<file path="src/rtl/tmr8_pkg.sv">
package tmr8_pkg;
  typedef enum logic [1:0] {
    MD_NORMAL = 2'b00,
    MD_PCPWM  = 2'b01,
    MD_CTC    = 2'b10,
    MD_FAST   = 2'b11
  } tmr_mode_e;

  localparam logic [1:0] A_CTRL = 2'd0;
  localparam logic [1:0] A_CNT  = 2'd1;
  localparam logic [1:0] A_CMP  = 2'd2;
  localparam logic [1:0] A_FLG  = 2'd3;

  localparam logic [2:0] CS_STOP = 3'd0;
  localparam logic [2:0] CS_DIV1 = 3'd1;
  localparam logic [2:0] CS_DIV8 = 3'd2;
  localparam logic [2:0] CS_D64  = 3'd3;
  localparam logic [2:0] CS_D256 = 3'd4;
  localparam logic [2:0] CS_D1K  = 3'd5;
  localparam logic [2:0] CS_EXTF = 3'd6;
  localparam logic [2:0] CS_EXTR = 3'd7;
endpackage

</file>
<file path="src/rtl/tmr8_prescale.sv">
module tmr8_prescale
  import tmr8_pkg::*;
#(
  parameter int PRE_W = 10
) (
  input  logic       clk,
  input  logic       rst_n,
  input  logic [2:0] clk_sel,
  input  logic       ext_in,
  output logic       tick
);
  localparam int TAP8 = 3;
  localparam int TAP64 = 6;
  localparam int TAP256 = 8;
  localparam int TAP1K = 10;

  logic [PRE_W-1:0] pre_q, pre_d;
  logic [2:0]       ext_q, ext_d;
  logic             ext_rise, ext_fall;

  always_comb begin
    pre_d = pre_q + 1'b1;
    ext_d = {ext_q[1:0], ext_in};
  end

  always_ff @(posedge clk or negedge rst_n) begin
    if (!rst_n) begin
      pre_q <= '0;
      ext_q <= '0;
    end else begin
      pre_q <= pre_d;
      ext_q <= ext_d;
    end
  end

  assign ext_rise = ext_q[1] & ~ext_q[2];
  assign ext_fall = ~ext_q[1] & ext_q[2];

  always_comb begin
    case (clk_sel)
      CS_STOP: tick = 1'b0;
      CS_DIV1: tick = 1'b1;
      CS_DIV8: tick = &pre_q[TAP8-1:0];
      CS_D64:  tick = &pre_q[TAP64-1:0];
      CS_D256: tick = &pre_q[TAP256-1:0];
      CS_D1K:  tick = &pre_q[TAP1K-1:0];
      CS_EXTF: tick = ext_fall;
      default: tick = ext_rise;
    endcase
  end

  // a stopped source never produces a tick
  p_stop_no_tick_r12: assert property (@(posedge clk) disable iff (!rst_n)
    (clk_sel == CS_STOP) |-> !tick);
endmodule

</file>
<file path="src/rtl/tmr8_count.sv">
module tmr8_count
  import tmr8_pkg::*;
#(
  parameter int CNT_W = 8
) (
  input  logic             clk,
  input  logic             rst_n,
  input  logic             tick,
  input  tmr_mode_e        mode,
  input  logic             cnt_we,
  input  logic [CNT_W-1:0] cnt_wval,
  input  logic [CNT_W-1:0] ocr_act,
  output logic [CNT_W-1:0] cnt,
  output logic             dir_down,
  output logic             match,
  output logic             ovf_evt,
  output logic             wrap_evt
);
  localparam logic [CNT_W-1:0] MAXV = '1;
  localparam logic [CNT_W-1:0] BOTV = '0;

  logic [CNT_W-1:0] cnt_q, cnt_d;
  logic             dir_q, dir_d;
  logic             blk_q, blk_d;
  logic             adv;

  assign adv      = tick & ~cnt_we;
  assign match    = adv & ~blk_q & (cnt_q == ocr_act);
  assign ovf_evt  = adv & ((mode == MD_PCPWM) ? (cnt_q == BOTV) : (cnt_q == MAXV));
  assign wrap_evt = adv & (cnt_q == MAXV) & ((mode == MD_PCPWM) | (mode == MD_FAST));

  always_comb begin
    cnt_d = cnt_q;
    dir_d = dir_q;
    blk_d = blk_q;
    if (cnt_we) begin
      cnt_d = cnt_wval;
      blk_d = 1'b1;
    end else if (tick) begin
      blk_d = 1'b0;
      case (mode)
        MD_CTC: cnt_d = match ? BOTV : cnt_q + 1'b1;
        MD_PCPWM: begin
          if (!dir_q) begin
            if (cnt_q == MAXV) begin
              dir_d = 1'b1;
              cnt_d = cnt_q - 1'b1;
            end else begin
              cnt_d = cnt_q + 1'b1;
            end
          end else begin
            if (cnt_q == BOTV) begin
              dir_d = 1'b0;
              cnt_d = cnt_q + 1'b1;
            end else begin
              cnt_d = cnt_q - 1'b1;
            end
          end
        end
        default: cnt_d = cnt_q + 1'b1;
      endcase
    end
    if (mode != MD_PCPWM) dir_d = 1'b0;
  end

  always_ff @(posedge clk or negedge rst_n) begin
    if (!rst_n) begin
      cnt_q <= '0;
      dir_q <= 1'b0;
      blk_q <= 1'b0;
    end else begin
      cnt_q <= cnt_d;
      dir_q <= dir_d;
      blk_q <= blk_d;
    end
  end

  assign cnt      = cnt_q;
  assign dir_down = dir_q;

  // a real match in clear-on-match mode empties the counter
  p_ctc_clear_r4: assert property (@(posedge clk) disable iff (!rst_n)
    (mode == MD_CTC && match) |=> (cnt_q == BOTV));
  // with no tick and no write the count holds
  p_hold_r12: assert property (@(posedge clk) disable iff (!rst_n)
    (!tick && !cnt_we) |=> $stable(cnt_q));
  // the tick right after a count write never matches
  p_write_block_r13: assert property (@(posedge clk) disable iff (!rst_n)
    cnt_we |=> !match);
endmodule

</file>
<file path="src/rtl/tmr8_wave.sv">
module tmr8_wave
  import tmr8_pkg::*;
(
  input  logic      clk,
  input  logic      rst_n,
  input  tmr_mode_e mode,
  input  logic [1:0] com,
  input  logic      match,
  input  logic      wrap_evt,
  input  logic      dir_down,
  input  logic      force_ok,
  input  logic [1:0] force_com,
  output logic      wave
);
  logic wave_q, wave_d;

  function automatic logic step_act(input logic [1:0] c, input logic w);
    case (c)
      2'b01:   step_act = ~w;
      2'b10:   step_act = 1'b0;
      2'b11:   step_act = 1'b1;
      default: step_act = w;
    endcase
  endfunction

  always_comb begin
    wave_d = wave_q;
    if (force_ok) begin
      wave_d = step_act(force_com, wave_q);
    end else begin
      case (mode)
        MD_FAST: begin
          if (wrap_evt && com[1])   wave_d = ~com[0];
          else if (match && com[1]) wave_d = com[0];
        end
        MD_PCPWM: begin
          if (match && com[1]) wave_d = com[0] ^ dir_down;
        end
        default: begin
          if (match) wave_d = step_act(com, wave_q);
        end
      endcase
    end
  end

  always_ff @(posedge clk or negedge rst_n) begin
    if (!rst_n) wave_q <= 1'b0;
    else        wave_q <= wave_d;
  end

  assign wave = wave_q;

  // wrap to zero with action 10 in single-slope PWM leaves the output high
  p_fast_bottom_r5: assert property (@(posedge clk) disable iff (!rst_n)
    (mode == MD_FAST && com == 2'b10 && wrap_evt) |=> wave_q);
  // action 00 keeps the output still when nothing is forced
  p_no_action_r9: assert property (@(posedge clk) disable iff (!rst_n)
    (com == 2'b00 && !force_ok) |=> $stable(wave_q));
endmodule

</file>
<file path="src/rtl/tmr8_wavegen.sv">
module tmr8_wavegen
  import tmr8_pkg::*;
#(
  parameter int CNT_W = 8,
  parameter int PRE_W = 10
) (
  input  logic             clk,
  input  logic             rst_n,
  input  logic [1:0]       bus_addr,
  input  logic             bus_wr,
  input  logic [CNT_W-1:0] bus_wdata,
  output logic [CNT_W-1:0] bus_rdata,
  input  logic             ext_clk_in,
  output logic             wave_out,
  output logic             wave_oe,
  output logic             ovf_flag,
  output logic             cmp_flag
);
  localparam int B_FRC = 7;
  localparam int B_M0  = 6;
  localparam int B_M1  = 3;

  logic [1:0]       rst_sq;
  logic             rst_ni;
  logic [6:0]       ctrl_q, ctrl_d;
  logic [CNT_W-1:0] buf_q, buf_d, act_q, act_d;
  logic             ovf_q, ovf_d, cmpf_q, cmpf_d;
  logic             ctrl_we, cnt_we, cmp_we, flg_we;
  tmr_mode_e        mode, new_mode;
  logic [1:0]       com;
  logic             force_ok, tick, match, ovf_evt, wrap_evt, dir_down;
  logic [CNT_W-1:0] cnt;

  always_ff @(posedge clk or negedge rst_n) begin
    if (!rst_n) rst_sq <= 2'b00;
    else        rst_sq <= {rst_sq[0], 1'b1};
  end
  assign rst_ni = rst_sq[1];

  assign ctrl_we  = bus_wr & (bus_addr == A_CTRL);
  assign cnt_we   = bus_wr & (bus_addr == A_CNT);
  assign cmp_we   = bus_wr & (bus_addr == A_CMP);
  assign flg_we   = bus_wr & (bus_addr == A_FLG);
  assign mode     = tmr_mode_e'({ctrl_q[B_M1], ctrl_q[B_M0]});
  assign com      = ctrl_q[5:4];
  assign new_mode = tmr_mode_e'({bus_wdata[B_M1], bus_wdata[B_M0]});
  assign force_ok = ctrl_we & bus_wdata[B_FRC] & ~new_mode[0];

  always_comb begin
    ctrl_d = ctrl_we ? bus_wdata[6:0] : ctrl_q;
    buf_d  = cmp_we ? bus_wdata : buf_q;
    act_d  = act_q;
    if (cmp_we && !mode[0]) act_d = bus_wdata;
    else if (wrap_evt)      act_d = buf_q;
    ovf_d  = ovf_q;
    cmpf_d = cmpf_q;
    if (flg_we && bus_wdata[0]) ovf_d  = 1'b0;
    if (flg_we && bus_wdata[1]) cmpf_d = 1'b0;
    if (ovf_evt) ovf_d  = 1'b1;
    if (match)   cmpf_d = 1'b1;
  end

  always_ff @(posedge clk or negedge rst_ni) begin
    if (!rst_ni) begin
      ctrl_q <= '0;
      buf_q  <= '0;
      act_q  <= '0;
      ovf_q  <= 1'b0;
      cmpf_q <= 1'b0;
    end else begin
      ctrl_q <= ctrl_d;
      buf_q  <= buf_d;
      act_q  <= act_d;
      ovf_q  <= ovf_d;
      cmpf_q <= cmpf_d;
    end
  end

  always_comb begin
    case (bus_addr)
      A_CTRL:  bus_rdata = {1'b0, ctrl_q};
      A_CNT:   bus_rdata = cnt;
      A_CMP:   bus_rdata = buf_q;
      default: bus_rdata = {{(CNT_W-2){1'b0}}, cmpf_q, ovf_q};
    endcase
  end

  tmr8_prescale #(.PRE_W(PRE_W)) u_pre (
    .clk(clk), .rst_n(rst_ni), .clk_sel(ctrl_q[2:0]), .ext_in(ext_clk_in), .tick(tick)
  );

  tmr8_count #(.CNT_W(CNT_W)) u_cnt (
    .clk(clk), .rst_n(rst_ni), .tick(tick), .mode(mode), .cnt_we(cnt_we),
    .cnt_wval(bus_wdata), .ocr_act(act_q), .cnt(cnt), .dir_down(dir_down),
    .match(match), .ovf_evt(ovf_evt), .wrap_evt(wrap_evt)
  );

  tmr8_wave u_wave (
    .clk(clk), .rst_n(rst_ni), .mode(mode), .com(com), .match(match),
    .wrap_evt(wrap_evt), .dir_down(dir_down), .force_ok(force_ok),
    .force_com(bus_wdata[5:4]), .wave(wave_out)
  );

  assign wave_oe  = |com;
  assign ovf_flag = ovf_q;
  assign cmp_flag = cmpf_q;

  // overflow event in free-run mode is visible in the flag next cycle
  p_normal_ovf_r3: assert property (@(posedge clk) disable iff (!rst_ni)
    (mode == MD_NORMAL && ovf_evt) |=> ovf_q);
  // a force without a real match leaves the match flag alone
  p_force_no_flag_r10: assert property (@(posedge clk) disable iff (!rst_ni)
    (force_ok && !match) |=> $stable(cmpf_q));
  // in PWM modes the active compare moves only at the load point
  p_buf_hold_r7: assert property (@(posedge clk) disable iff (!rst_ni)
    (mode[0] && !wrap_evt) |=> $stable(act_q));
endmodule

</file>
<file path="config.mk">
export PLATFORM = sky130hd
export DESIGN_NAME = tmr8_wavegen
export DESIGN_NICKNAME = d
export VERILOG_FILES = /design/src/rtl/tmr8_pkg.sv /design/src/rtl/tmr8_prescale.sv /design/src/rtl/tmr8_count.sv /design/src/rtl/tmr8_wave.sv /design/src/rtl/tmr8_wavegen.sv
export SDC_FILE = /design/constraint.sdc
export NUM_CORES = 1
export LEC_CHECK = 0
export BUFFER_PORTS_ARGS = -buffer_cell sky130_fd_sc_hd__buf_2
export CORE_UTILIZATION = 55
export CTS_CLUSTER_DIAMETER = 120
export DETAILED_ROUTE_END_ITERATION = 8
export GPL_TIMING_DRIVEN = 0
export PLACE_DENSITY = 0.74
export SLEW_MARGIN = 20
export SYNTH_ARGS = -nofsm -noshare
export SYNTH_HDL_FRONTEND = slang
export SYNTH_SLANG_ARGS = --single-unit
export TNS_END_PERCENT = 20
</file>
<file path="constraint.sdc">
create_clock -name clk -period 1.68 [get_ports clk]
set_input_delay 0.252 -clock clk [delete_from_list [all_inputs] [get_ports clk]]
set_output_delay 0.252 -clock clk [all_outputs]
set_load 0.02 [all_outputs]
</file>
==> results by group, run 1 <==
Timing
  • Worst Max-Slew Pin Slew: around 0.76 ns
  • Slew headroom: 48.96%
  • Period utilisation layout: 138.5%
  • Setup Total Neg Slack: -9.995 ns
  • Worst hold slack: 0.02914 ns
  • Endpoints failing setup: 24
  • Slew Viols, Final: 0
  • Fmax: between 400 and 500 MHz
  • Worst setup margin: -0.6474 ns
  • RSZ-0062 raised after global routing: yes
  • Fin. Hold Viols: 0
  • Tmin final: 2.327 ns
  • Max Clock Skew: 0.004009 ns

Route
  • Initial DRC Count: 259
  • Post-DRT Antenna Nets: 0
  • Drt pass-1 iters: 7
  • Routed length on met2: 4093 um
  • DRT met1 WL: roughly 3400 um
  • Via density: 6.165
  • Via count: 2725
  • Met3 WL: 525 um
  • WL final: around 8300 um
  • Post-route DRC: 2
  • DR WL/cell: ~19 um
  • DR top layer: met4

Synthesis
  • Register area share after synthesis: just over 40%
  • Dominant synthesized flop cell: dfrtp_1
  • Synth Cell Area: 0.003133 sq mm
  • Async set-reset flop share out of synthesis: 100.0%
  • Gate Count Post-Synth: around 330
  • Flop and latch count out of synthesis: 51
  • Distinct cells, synth: 66
  • Post-synth top area cell: dfrtp_1
  • Number of synthesized flops with an enable pin: 0
  • Most frequent cell after synthesis: dfrtp_1
  • Mean Syn Cell Area: 9.640 sq um
  • Syn nets: 348
  • Top cells by count, synth: 51 x dfrtp_1, 37 x nand2_1, 23 x nor2_1
  • Post-synth top area share: a little over 40%
  • Synth top area cells: dfrtp_1 41%, mux2i_1 5.4%, mux2_2 4.7%
  • Yosys warns: 0

Floorplanning
  • Die area: between 0.006 and 0.007 sq mm
  • Initial Util: 56.90%
  • Die height: 77.48 um
  • Row count: 27
  • CORE AREA: 0.005507 sq mm
  • Die width: 77.48 um
  • I/O pin count: 26

Global route
  • Initial antenna violation count: 0
  • Largest net degree at the start of global routing: 32
  • Total gr overflow: 0
  • Overall Global Routing Usage: 28.25%
  • Vias in the first global route: 2594
  • First-pass GRT wire length: roughly 13000 um

Critical path
  • Critical Path End Type: flip-flop
  • CP max stage delay: approximately 0.56 ns
  • Crit path max-delay family: compound AO/OA/AOI/OAI gates
  • Critical Path Start Type: flip-flop
  • Reg-to-Reg End: u_cnt.cnt[1]
  • Worst path arrival time: ~2.5 ns
  • Crit-path cells: xnor2_1, nand3_1, nor4_4, o211ai_4, a221oi_4, a21oi_2, a221o_1
  • R2R setup slack: -0.65 ns
  • WP data required: roughly 1.9 ns
  • Critical path endpoint: u_cnt.cnt[1]
  • Crit Path Max Fanout: 7
  • Worst Setup Path Type: flip-flop to flip-flop
  • RR Startpoint: u_cnt.cnt[7]
  • Worst path bufs/invs: 0
  • CP Launch Point: u_cnt.cnt[7]
  • WP depth: 7
  • Register-to-Register Path Depth: 7
  • Slowest stage cell on the critical path: dfrtp_1

Pwr
  • Gate power share: 42.8%
  • Reg power frac: 39.8%
  • Leakage: 0.001541 uW
  • Switching fraction of total power: 41.50%
  • Power Density: 1186 mW/mm^2
  • Total chip power: roughly 4400 uW
  • Max VDD drop: 722.9 uV
  • Clk pwr share: between 10% and 20%
  • Internal power: 2585 uW
  • Net Sw Power: 1834 uW

Clocking
  • Sink Count: 51
  • CTS tree: built
  • CTS Buffer Depth: 2
  • Clock latency at the later pin of the worst-skew pair: 0.32 ns
  • TritonCTS buffer count: 5
  • Worst-path clk slew: 0.10 ns
  • Root Driver: clkbuf_8
  • H-tree levels: 2

Final layout
  • N_diodes: 0
  • Syn-to-layout area delta: 18.93%
  • Layout cells sized above 1: approximately 28%
  • Layout net count: between 300 and 400
  • Post-route cell area: 0.003726 sq mm
  • Sequential cell area: 0.001282 sq mm
  • Layout fillers: between 400 and 500
  • Area of the multi-input gates: 0.001878 sq mm

Outcome
  • Status: finished, violations left
  • Failing checks: design-rule violations, negative setup slack

Placement
  • GP Congestion: 0.8898
  • Placed cell area: 0.003388 sq mm
  • I/O Buffers: 24
  • Hpwl dp: ~5600 um
  • Place WS: -0.8592 ns

Min path
  • Class of the worst hold path: primary input to flip-flop

Run
  • Number of max-cap violations: 0
[cell type report]
cell class | instances | area share, %
inverter | 12 | 1.209
timing repair buffer | 41 | 7.656
buffer | 11 | 1.410
tap | 72 | 2.418
multi-input combinational | 247 | 50.40
sequential | 51 | 34.42
clock buffer | 5 | 1.847
clock inverter | 3 | 0.6380
[worst min-delay path by stage]
stage / startpoint / slack, ns / cells after the start / end
after floorplan: rst_n / -0.04 / 0 / rst_sq[0]
final: ext_clk_in / 0.03 / 1 / u_pre.ext_q[0]
after global routing: ext_clk_in / 0.01 / 1 / u_pre.ext_q[0]
after detailed placement: rst_n / 0.04 / 1 / rst_sq[0]
after global placement: rst_n / 0.04 / 1 / rst_sq[0]
after CTS: ext_clk_in / 0.02 / 1 / u_pre.ext_q[0]
[cells by family (layout without fill, tap and decap cells)]
family                     after synthesis  in the layout  synth area share [%]
and+or+nand+nor                        121            121                 20.13
adders and majority gates                9              9                 3.594
buffers and inverters                   27             72                 3.434
AOI/OAI and AO/OA                       66             66                 15.22
DFF                                     51             51                 40.73
other                                    1              1                0.1197
xor gates and xnor gates                17             17                 4.752
muxes                                   33             33                 12.02
[cells in the final DEF (no fill, tap or decap), types with 5 or more instances in the layout]
| cell | count |
|---|---|
| o21ai_0 | 16 |
| nor2_1 | 21 |
| nand2_1 | 37 |
| dfrtp_1 | 46 |
| dfrtp_2 | 5 |
| nand4_1 | 5 |
| nand3_1 | 11 |
| o21ai_1 | 13 |
| mux2i_1 | 16 |
| ha_1 | 5 |
| nor3_1 | 11 |
| buf_2 | 26 |
| clkbuf_8 | 5 |
| xnor2_1 | 13 |
| mux2_2 | 13 |
| inv_1 | 12 |
| buf_4 | 11 |
[registers in the layout, indices dropped and copies added (netlist names)]
signal / flops
u_pre.pre_q: 10
u_cnt.cnt: 8
u_pre.ext_q: 3
u_cnt.dir_down: 1
ovf_flag: 1
buf_q: 8
u_wave.wave: 1
rst_sq: 2
act_q: 8
cmp_flag: 1
u_cnt.blk_q: 1
ctrl_q: 7
[layer usage]
metal  vias to the layer above  track usage [%]
met5                         -                0
met1                      1330            36.29
met4                         0            11.51
met3                        28            6.118
li1                       1265                -
met2                       102            46.19
[stage by stage]
stage                     cells  utilization [%]
after floorplan             325                -
after global placement      421            61.01
after detailed placement    422            61.53
after CTS                   438            65.53
after global routing        442            67.67
final                       442            67.67
[power groups by stage]
stage               sequential [uW]  combinational [uW]  clock, uW
floorplan                      1710                1270          0
global placement               1770                1610          0
detailed placement             1780                1670          0
CTS                            1750                1780        771
global route                   1790                2030        820
finish                         1760                1890        766
[what timing repair did]
| action | in CTS | in global routing |
|---|---|---|
| setup endpoints to repair | 29 | 29 |
| endpoints found under the hold margin | 2 | 0 |
| gates resized for setup | 23 | 18 |
| hold buffers | 1 | 0 |
| gates cloned | 0 | 0 |
| setup buffers | 9 | 6 |
| pin swaps | 10 | 13 |
Power figures use the tool's default switching activity.
==> run 2: changes to the inputs <==
--- a/config.mk
+++ b/config.mk
@@ -6,11 +6,11 @@
 export NUM_CORES = 1
 export LEC_CHECK = 0
 export BUFFER_PORTS_ARGS = -buffer_cell sky130_fd_sc_hd__buf_2
-export CORE_UTILIZATION = 55
+export CORE_UTILIZATION = 60
 export CTS_CLUSTER_DIAMETER = 120
 export DETAILED_ROUTE_END_ITERATION = 8
 export GPL_TIMING_DRIVEN = 0
-export PLACE_DENSITY = 0.74
+export PLACE_DENSITY = 0.8
 export SLEW_MARGIN = 20
 export SYNTH_ARGS = -nofsm -noshare
 export SYNTH_HDL_FRONTEND = slang
==> run 2 against run 1 <==
Effect of this change:
- the run ends with negative setup slack left
- final cell count grew 1.1%
- clock power down 3.7%
- sequential cell count unchanged
- worst setup slack got worse by 0.0015 ns
- register-to-register slack about the same
- maximum frequency about the same
- sequential power about the same
- die area shrank 8.1%
- via count rose by 2.1%
==> results by group, run 2 (synthesis gave the netlist of run 1 again) <==
Critical path
  • Critical Path End Type: flip-flop
  • CP max stage delay: a little under 0.6 ns
  • Critical Path Start Type: flip-flop
  • Crit path max-delay family: compound AO/OA/AOI/OAI gates
  • Worst path bufs/invs: 0
  • Register-to-Register Path Depth: 6
  • Crit-path cells: or4b_4, a21oi_4, o211ai_4, a221oi_4, a21oi_2, a221o_1
  • Slowest stage cell on the critical path: or4b_4
  • Worst Setup Path Type: flip-flop to flip-flop
  • Reg-to-Reg End: u_cnt.cnt[1]
  • WP data required: 1.86 ns
  • RR Startpoint: ctrl_q[1]
  • Crit Path Max Fanout: 5
  • Worst path arrival time: 2.51 ns
  • R2R setup slack: -0.65 ns

Timing
  • Setup Total Neg Slack: -10.47 ns
  • Fmax: approximately 430 MHz
  • Max Clock Skew: 0.01239 ns
  • Slew headroom: 49.20%
  • Tmin final: 2.329 ns
  • Fin. Hold Viols: 0
  • Worst hold slack: between 0.04 and 0.05 ns
  • Endpoints failing setup: 23
  • Worst Max-Slew Pin Slew: around 0.76 ns
  • Worst setup margin: -0.6489 ns
  • RSZ-0062 raised after global routing: yes
  • Period utilisation layout: 138.6%
  • Slew Viols, Final: 0

Final layout
  • Syn-to-layout area delta: 22.64%
  • Number of flip-flops in the largest register: 10
  • Layout fillers: 321
  • Area of the multi-input gates: 0.001917 sq mm
  • Layout net count: roughly 400
  • Biggest register: u_pre.pre_q
  • Commonest non-fill, non-tap cell in the layout: dfrtp_1
  • Layout cells sized above 1: 31.32%
  • N_diodes: 0
  • Sequential cell area: 0.001284 sq mm
  • Most frequent cells in the layout: 45 x dfrtp_1, 37 x nand2_1, 26 x buf_2

Clocking
  • H-tree levels: 2
  • CTS Buffer Depth: 2
  • TritonCTS buffer count: 5
  • Root Driver: clkbuf_8
  • Worst-path clk slew: 0.09 ns
  • Sink Count: 51
  • Clock latency at the later pin of the worst-skew pair: 0.31 ns
  • CTS tree: built

Placement
  • Place WS: -0.8668 ns
  • I/O Buffers: 24
  • GP Congestion: 0.9088
  • Hpwl dp: 5506 um

Global route
  • Vias in the first global route: around 2600
  • Total gr overflow: 0
  • Overall Global Routing Usage: 30.87%
  • First-pass GRT wire length: 12670 um
  • Largest net degree at the start of global routing: 31
  • Initial antenna violation count: 0

Route
  • WL final: 8185 um
  • Via count: around 2800
  • Post-route DRC: 0
  • Initial DRC Count: around 280
  • Via density: 6.224
  • DR WL/cell: 18.31 um
  • Post-DRT Antenna Nets: 0
  • Drt pass-1 iters: 5

Pwr
  • Total chip power: ~4500 uW
  • Max VDD drop: 701.3 uV
  • Power Density: 1164 mW/mm^2
  • Leakage: ~0.0016 uW

Min path
  • Worst Hold Launch: ext_clk_in
  • Worst Hold Path EP: u_pre.ext_q[0]
  • Class of the worst hold path: primary input to flip-flop
  • Worst hold stages: 1

Outcome
  • Status: finished, violations left
  • Failing checks: negative setup slack

Floorplanning
  • CORE AREA: 0.004880 sq mm
  • Row count: 25
  • Initial Util: 64.21%
  • Die area: 0.005515 sq mm
  • I/O pin count: 26
  • Die height: roughly 74 um
  • Die width: roughly 74 um

Run
  • Number of max-cap violations: 0
run 2: area by class of cell:
class / instances / share of cell area (%)
tap: 67 / 2.182
clock inverter: 1 / 0.2279
buffer: 12 / 1.791
timing repair buffer: 51 / 9.183
sequential: 51 / 33.41
multi-input combinational: 247 / 49.89
inverter: 12 / 1.172
clock buffer: 6 / 2.149
run 2: worst max-delay path by stage:
| stage | from | end | slack (ns) | depth (start not counted) |
|---|---|---|---|---|
| floorplan | ctrl_q[0] | u_cnt.cnt[1] | -0.54 | 7 |
| global placement | u_cnt.cnt[7] | u_cnt.cnt[1] | -0.84 | 8 |
| detailed placement | u_cnt.cnt[7] | u_cnt.cnt[1] | -0.87 | 8 |
| CTS | ctrl_q[0] | u_wave.wave | -0.67 | 8 |
| global route | ctrl_q[3] | u_cnt.cnt[5] | -0.72 | 9 |
| finish | ctrl_q[1] | u_cnt.cnt[1] | -0.65 | 6 |
run 2: metal layers:
layer | share of wire [%] | GRT usage, % | wire length [um]
met1 | 42 | 40.14 | 3420
met2 | 50 | 50.71 | 4102
met3 | 5.2 | 5.556 | 427
met4 | 2.9 | 13.84 | 235
met5 | 0 | 0 | 0
run 2: timing repair:
item	4_1_cts	5_1_grt
resized for setup	23	26
pin swaps	10	10
buffers inserted	11	14
endpoints found under the hold margin	2	0
setup endpoints to repair	29	29
hold buffers	1	0
run 2: stage by stage:
step	area, sq um	util [%]	std cells
floorplan	3149	-	325
global placement	3353	68.72	416
detailed placement	3382	69.31	417
CTS	3631	74.41	434
global route	3842	78.74	447
finish	3842	78.74	447
run 2: power breakdown:
part,internal (uW),switching (uW)
registers,1480,282
clock network,332,406
logic,859,1120
total,2670,1800
==> run 3: changes to the inputs <==
--- a/config.mk
+++ b/config.mk
@@ -11,6 +11,7 @@
 export DETAILED_ROUTE_END_ITERATION = 8
 export GPL_TIMING_DRIVEN = 0
 export PLACE_DENSITY = 0.8
+export RECOVER_POWER = 50
 export SLEW_MARGIN = 20
 export SYNTH_ARGS = -nofsm -noshare
 export SYNTH_HDL_FRONTEND = slang
==> run 3 against run 2 <==
Effect of this change:
- the flow still finishes with violations (negative setup slack)
- critical path depth did not move
- sequential power hardly changed
- combinational power barely moved
- final cell count unchanged
- wire length grew 0.59%
- first-iteration DRC count fell by 5.4%
- critical endpoint unchanged
- largest power group unchanged
==> results by group, run 3 (synthesis gave the netlist of run 1 again) <==
Placement
  • Placed cell count: 417
  • Placed cell area: 0.003382 sq mm
  • GP Congestion: 0.9088
  • I/O Buffers: 24
  • Hpwl dp: 5506 um

Outcome
  • Status: finished, violations left
  • Failing checks: negative setup slack

Critical path
  • Worst Setup Path Type: flip-flop to flip-flop
  • Worst path arrival time: 2.51 ns
  • Critical Path End Type: flip-flop
  • Crit path max-delay family: compound AO/OA/AOI/OAI gates
  • Critical Path Start Type: flip-flop
  • Crit-path cells: or4b_4, a21oi_4, o211ai_4, a221oi_4, a21oi_2, a221o_1
  • Crit Path Max Fanout: 5
  • R2R setup slack: -0.65 ns
  • Slowest stage cell on the critical path: or4b_4
  • CP max stage delay: 0.58 ns
  • Worst path bufs/invs: 0
  • WP data required: 1.86 ns

Timing
  • Worst hold slack: 0.04965 ns
  • Setup Total Neg Slack: -10.58 ns
  • Tmin final: about 2.3 ns
  • Endpoints failing setup: 23
  • Worst setup margin: -0.6477 ns
  • Worst Max-Slew Pin Slew: 1.193 ns
  • Fin. Hold Viols: 0
  • RSZ-0062 raised after global routing: yes
  • Max Clock Skew: 0.01148 ns
  • Fmax: 429.6 MHz
  • Period utilisation layout: 138.6%
  • Slew Viols, Final: 0
  • Slew headroom: about a fifth

Route
  • Post-DRT Antenna Nets: 0
  • Initial DRC Count: ~260
  • Post-route DRC: 0
  • DR WL/cell: 18.42 um
  • WL final: 8233 um
  • Via density: 6.257
  • Via count: 2797
  • Drt pass-1 iters: 7

Final layout
  • Non-filler cells, final: 447
  • Syn-to-layout area delta: 21.61%
  • N_diodes: 0
  • Biggest register: u_pre.pre_q
  • Layout cells sized above 1: 30.79%
  • Layout net count: 403
  • Number of flip-flops in the largest register: 10
  • Most frequent cells in the layout: 46 x dfrtp_1, 37 x nand2_1, 25 x buf_2
  • Post-route cell area: 0.003810 sq mm
  • Commonest non-fill, non-tap cell in the layout: dfrtp_1

Floorplanning
  • Row count: 25
  • CORE AREA: 0.004880 sq mm
  • Die area: between 0.005 and 0.006 sq mm
  • Die height: 74.26 um
  • Die width: 74.26 um
  • Initial Util: 64.21%
  • I/O pin count: 26

Run
  • Number of max-cap violations: 0

Global route
  • First-pass GRT wire length: about 13000 um
  • Initial antenna violation count: 0
  • Largest net degree at the start of global routing: 31
  • Total gr overflow: 0
  • Overall Global Routing Usage: between 30% and 40%
  • Vias in the first global route: 2577

Pwr
  • Internal power: 2662 uW
  • Gate power share: 44.2%
  • Clk pwr share: 16.6%
  • Reg power frac: around 39%
  • Power Density: 1176 mW/mm^2
  • Total chip power: between 4000 and 5000 uW
  • Leakage: 0.001601 uW
  • Net Sw Power: 1817 uW
  • Switching fraction of total power: 40.56%
  • Max VDD drop: between 700 and 800 uV

Clocking
  • Worst-path clk slew: 0.09 ns
  • Clock latency at the later pin of the worst-skew pair: 0.31 ns
  • H-tree levels: 2
  • CTS Buffer Depth: 2
  • TritonCTS buffer count: 5
  • Root Driver: clkbuf_8
  • CTS tree: built
  • Sink Count: 51

Min path
  • Class of the worst hold path: primary input to flip-flop
## run 3: what timing repair did
| item | 4_1_cts | 5_1_grt |
|---|---|---|
| hold buffers | 1 | 0 |
| endpoints found under the hold margin | 2 | 0 |
| pin swaps | 10 | 10 |
| gates cloned | 0 | 0 |
| endpoints found under the setup margin | 29 | 29 |
| resized for setup | 23 | 26 |
| setup buffers | 11 | 14 |
## run 3: power groups by stage
stage	clock (uW)	combinational, uW	sequential (uW)
finish	743	1980	1760
global route	798	2150	1790
floorplan	0	1270	1710
CTS	756	1780	1750
detailed placement	0	1670	1780
global placement	0	1600	1770
## run 3: cell type report
cell class | instances | area (sq um)
Multi-Input combinational cell | 247 | 1907
Sequential cell | 51 | 1282
Fill cell | 325 | 1070
Timing Repair Buffer | 51 | 331.6
Tap cell | 67 | 83.83
Clock buffer | 6 | 82.58
Buffer | 12 | 68.82
Inverter | 12 | 45.04
Clock inverter | 1 | 8.758
## run 3: path summary, 6_finish.rpt
path / from / endpoint / cells after the start
worst max-delay path: ctrl_q[1] / u_cnt.cnt[1] / 6
worst min-delay path: ext_clk_in / u_pre.ext_q[0] / 1
worst max register to register: ctrl_q[1] / u_cnt.cnt[1] / 6
worst min register to register: rst_sq[0] / rst_sq[1] / 0
max in group asynchronous: rst_sq[1] / u_cnt.cnt[0] / 1
min in group asynchronous: rst_n / rst_sq[1] / 2
## run 3: per-layer routing
metal  global-route usage (%)  share of wire, %  up-vias
li1                         -                 -     1291
met1                    40.14                42     1357
met2                    50.71                50      121
met3                    5.556               5.0       28
met4                    13.84               3.3        0
met5                        0                 0        -
## run 3: worst reg2reg max path, cell delays in order (launching register included)
cell and delay, ns:
dfrtp_1 0.47, or4b_4 0.58, a21oi_4 0.22, o211ai_4 0.14
a221oi_4 0.40, a21oi_2 0.09, a221o_1 0.31
## run 3: per-stage QoR
step                worst slack (ns)  utilization (%)
finish                       -0.6477            78.08
detailed placement           -0.8668            69.31
global placement             -0.8380            68.72
floorplan                    -0.5433                -
global route                 -0.7230            78.08
CTS                          -0.6710            74.41
